File: config.mk
export PLATFORM = sky130hd
export DESIGN_NAME = rt_addr_reg
export DESIGN_NICKNAME = d
export VERILOG_FILES = /design/src/rtl/rt_ill_pkg.sv /design/src/rtl/rt_addr_reg.sv
export SDC_FILE = /design/constraint.sdc
export NUM_CORES = 1
export LEC_CHECK = 0
export ABC_AREA = 1
export BUFFER_PORTS_ARGS = -buffer_cell sky130_fd_sc_hd__buf_2
export CORE_AREA = 2 2 39 41
export CTS_BUF_LIST = sky130_fd_sc_hd__clkbuf_4 sky130_fd_sc_hd__clkbuf_8
export CTS_CLUSTER_SIZE = 28
export DETAILED_ROUTE_END_ITERATION = 8
export DIE_AREA = 0 0 41 43
export HOLD_SLACK_MARGIN = 0.08
export SYNTH_ARGS = -nofsm -noshare
export SYNTH_HDL_FRONTEND = slang
export SYNTH_SLANG_ARGS = --single-unit
export TNS_END_PERCENT = 100
File: constraint.sdc
create_clock -name clk -period 1 [get_ports clk]
set_input_delay 0.15 -clock clk [delete_from_list [all_inputs] [get_ports clk]]
set_output_delay 0.15 -clock clk [all_outputs]
set_load 0.005 [all_outputs]
File: src/rtl/rt_ill_pkg.sv
package rt_ill_pkg;
  localparam int ADDR_W = 5;
  localparam int SA_W   = 5;
  localparam int WC_W   = 5;
  localparam int CMD_W  = ADDR_W + 1 + SA_W + WC_W;
  localparam int IDX_W  = 2 + SA_W + WC_W;
  localparam int RTR_W  = ADDR_W + 1;

  typedef struct packed {
    logic [ADDR_W-1:0] rta;
    logic              tr;
    logic [SA_W-1:0]   sa;
    logic [WC_W-1:0]   wc;
  } cmd_t;

  function automatic logic is_bcast(input logic [ADDR_W-1:0] a);
    return &a;
  endfunction

  function automatic logic par_good(input logic [RTR_W-1:0] r);
    return ^r;
  endfunction

  function automatic logic [IDX_W-1:0] mk_index(input cmd_t c);
    return {is_bcast(c.rta), c.tr, c.sa, c.wc};
  endfunction
endpackage

File: src/rtl/rt_addr_reg.sv
module rt_addr_reg
  import rt_ill_pkg::*;
(
  input  logic              clk,
  input  logic              rst_n,
  input  logic              wr_en,
  input  logic [RTR_W-1:0]  wdata,
  input  logic [ADDR_W-1:0] cmd_rta,
  output logic [RTR_W-1:0]  rtaddr,
  output logic              par_ok,
  output logic              hit
);
  always_ff @(posedge clk) begin
    if (!rst_n)     rtaddr <= '0;
    else if (wr_en) rtaddr <= wdata;
  end

  assign par_ok = par_good(rtaddr);
  assign hit    = par_ok && ((cmd_rta == rtaddr[ADDR_W-1:0]) || is_bcast(cmd_rta));

  // a bad-parity register matches nothing
  a_r3_no_hit_bad_par: assert property (@(posedge clk) disable iff (!rst_n)
    !par_ok |-> !hit);
  // register write lands on next edge
  a_r8_reg_write: assert property (@(posedge clk) disable iff (!rst_n)
    wr_en |=> rtaddr == $past(wdata));
endmodule

# == Word-level counts from Yosys, hierarchy flattened ==
# Cells that the tools add are included.
# op_classes
n_eq_ne,1
reduce_logical,4
# op_table
op,n
$reduce_xor 6->1,1
$eq 5x5->1,1
$reduce_and 5->1,1
$logic_and 1x1->1,1
$logic_or 1x1->1,1
# totals
ff_bits,6
in_bits,14
output_inout_bits,8
elab_cells,6

# == Logic depth before layout (Yosys ltp) ==
# logic_depth
ltp_word,3
depth_mapped,9
ltp_nobuf,9

# == Worst setup path before layout ==
# Ideal clock, no wire load.
# synth_timing
kind,reg-to-output
from,reg rtaddr[1]
to,out hit
arrival_time_ns,0.875
required_ns,0.850
slack_ns,-0.025
stages_incl_launch_ff,9
path_buffers,0
cell_sequence,dfxtp_1 > inv_2 > nand2_1 > nand2_1 > nand2_2 > nand3_1 > nand2_2 > nand2_1 > inv_1
# synth_via
word_cells_on_any_way,4
cone_classes,1 x eq/ne; 3 x reduce/logical
# synth_rtl
element,line,text
start: declaration,rt_addr_reg.sv:9,"output logic [RTR_W-1:0] rtaddr,"
start signal: assignment,rt_addr_reg.sv:15,else if (wr_en) rtaddr <= wdata;
$reduce_xor 6->1,rt_ill_pkg.sv:21,return ^r;
named net par_ok,rt_addr_reg.sv:10,"output logic par_ok,"
$logic_and 1x1->1,rt_addr_reg.sv:19,assign hit = par_ok && ((cmd_rta == rtaddr[ADDR_W-1:0]) || is_bcast(cmd_rta));
end: declaration,rt_addr_reg.sv:11,output logic hit
# The timed path passes the listed nets, and every way through them passes these cells.

# == Worst setup path after layout ==
# layout_timing
from,reg rtaddr[1]
to,out hit
# layout_via
elab_chain_cells,3
word_cells_on_any_way,4
cone_classes,1 x eq/ne; 3 x reduce/logical
# layout_rtl
element,line
$eq 5x5->1,rt_addr_reg.sv:19
$logic_or 1x1->1,rt_addr_reg.sv:19
$logic_and 1x1->1 *,rt_addr_reg.sv:19
# Mark *: on every way between the ends. The rest lies on a longest branch, timed or not.

==> reports/qor.yml <==
finalCritPeriodShare: 1.33
die-width_um: 41
criticalPathCategory: "flop to output port"
numPortBuffers: 21
critPathMaxFanout: 5
grt_pass1_wl_mm: 1.50
finalNetCount: 120
largest_register_ffs: 6
clock_power_share: 0.293
worstSetupStartpointType: "flop"
fin_hold_ws_ps: 139
cts_tree: "yes"
start_util: 0.291
dr.pass1.iters: 2
met3WireLength_um: 64
syn_nets: 85
hold_start: "wdata[4]"
ys_ff_latch: 6
setup_ws_ps: -330
hold_path_class: "input port to flop"
wl_met1_um: 444
setup_viol: 2
cp-end-kind: "output port"
cpMostUsedCell: "nand2_1"
postCtsHoldBufs: 0
remaining_drc_errors: 0
p_int_w: 0.000511
p_sw_frac: 0.289
dr_total_vias: 496
grt_antenna_before_repair: 0
ios: 22
core_sq_um: 1380
wl_met2_um: 477
dr.max_layer_used: "met4"
num_rows: 14
critPathLaunch: "rtaddr[1]$_SDFFE_PN0P_"
wl_per_cell_um: 8.33
rsz0062_at_grt: "yes"
max_stage_delay_ps: 370
yosysWarnings: 0
ant_nets: 0
vias_per_cell: 4.13
hpwl_um: 812
p_seq_frac: 0.391
status: "finished with violations"
comb_power_share: 0.316
ys_seq_area_frac: 0.298
worstPathArrival_ps: 1180
vdd_ir_drop_max_uv: 477
area_delta_synth_final_pct: 63.0
grt_usage: 0.130
htreeDepth: 1
antenna_cells: 0
clockBufferDepth: 2
power_leakage_nw: 0.383
hold_violations: 0
clock-root-buffer: "clkbuf_4"
drtIter0Drc: 1
n_fill_cell: 149
p_per_area_nw_per_um2: 1090
drv_cap: 0
cp_slowest_cell: "dfxtp_4"
fin_crit_ps: 1330
gp_congestion: 0.640
synth_area_sq_um: 403
report.final.slew_viol_count: 0
dp_slack_ps: -117
path_cells: "inv_4 > nand2_1 > nand2_1 > nand2_2 > nand2_1 > nand2_1 > nand2_2 > nand2_1 > inv_1 > buf_2"
die_y_um: 43
r2r_start: "rtaddr[1]$_SDFFE_PN0P_"
largest_register: "rtaddr"
clk_pin_slew_ps: 40
synthCells: 71
worstPathRequired_ps: 850
largest_registers: "rtaddr (6)"
clock_sinks: 6
cp.buffers_inverters: 3
drive_gt1_frac: 0.481
path_delay_family: "simple AND/OR/NAND/NOR gates"
finalClockSkew_ps: 0
grt_overflow: 0
grt_max_degree: 11
tightest_slew_ps: 185
synth.avg_cell_area_sq_um: 5.67
clock.fmax_mhz: 752
die_area_sq_um: 1760
violations: "setup timing"
relSlewSlack: 0.875
cts_made_buffers: 3
switching_power_w: 0.000208
place_inst: 114
finalNonFillerCells: 120
wirelength_um: 999
tns_ps: -582
clkLatencyLatePin_ps: 240
synth.distinct_cells: 12
grt_pass1_vias: 395
-- path summary, 6_finish.rpt --
check             slack [ps]                endpoint  cells past startpoint
setup / recovery        -330                     hit                     10
hold / removal           140  rtaddr[4]$_SDFFE_PN0P_                      3
setup reg to reg         160  rtaddr[1]$_SDFFE_PN0P_                      4
hold reg to reg          600  rtaddr[2]$_SDFFE_PN0P_                      3
-- cell type report --
cell class                 instances  area (sq um)  share of cell area
tap                               16          20.0              0.0305
sequential                         6           140               0.213
clock buffer                       3          22.5              0.0343
multi-input combinational         54           249               0.379
inverter                          11          48.8              0.0743
timing repair buffer              30           176               0.269
-- worst min-delay path, stage by stage --
cell and delay [ps]:
buf_2 70, nor2_1 40, nor2_1 80
-- through the flow --
stage          total power (W)   util  cell area [sq um]
6_report              0.000718  0.475                657
5_1_grt               0.000776  0.475                657
4_1_cts               0.000731  0.450                623
3_5_place_dp          0.000495  0.418                578
3_3_place_gp          0.000490  0.418                578
2_1_floorplan         0.000396      -                408
-- cells in the mapped netlist (all sizes together) --
master,number,area [sq um]
a21oi,4,20.0
dfxtp,6,120
inv,11,41.3
nand2,33,129
nand3,2,10.0
nor2,6,22.5
nor3,1,5.00
o21ai,6,30.0
xnor2,2,25.0
-- metal layers --
layer / vias up / global-route usage
li1: 285 / -
met1: 194 / 0.153
met2: 15 / 0.191
met3: 2 / 0.0157
met4: 0 / 0.120
met5: - / 0
-- cells in the final DEF, fill, tap and decap left out, types with 2 or more instances in the layout --
| cell | n |
|---|---|
| a21oi_1 | 4 |
| buf_2 | 21 |
| buf_4 | 8 |
| clkbuf_4 | 3 |
| dfxtp_4 | 5 |
| inv_1 | 6 |
| inv_2 | 2 |
| inv_4 | 3 |
| nand2_1 | 29 |
| nand2_2 | 4 |
| nand3_1 | 2 |
| nor2_1 | 5 |
| o21ai_0 | 6 |
-- cells by family (layout without fill, tap and decap cells) --
kind of cell    Yosys count  count (layout)  share of synthesized area
buf+inv                  11              44                      0.102
flops                     6               6                      0.298
xor+xnor                  2               2                     0.0621
simple gates             42              42                      0.413
compound gates           10              10                      0.124
-- power groups by stage --
stage | sequential, W | clock (W) | combinational (W)
6_report | 0.000281 | 0.000210 | 0.000227
5_1_grt | 0.000285 | 0.000235 | 0.000257
4_1_cts | 0.000283 | 0.000228 | 0.000220
3_5_place_dp | 0.000286 | 0 | 0.000209
3_3_place_gp | 0.000285 | 0 | 0.000206
2_1_floorplan | 0.000286 | 0 | 0.000110
-- repair_timing --
action                                  4_1_cts  5_1_grt
endpoints found under the setup margin        4        3
resized for setup                             4       10
pin swaps                                     4        7
setup buffers                                 2        1
(Power assumes the default switching activity.)
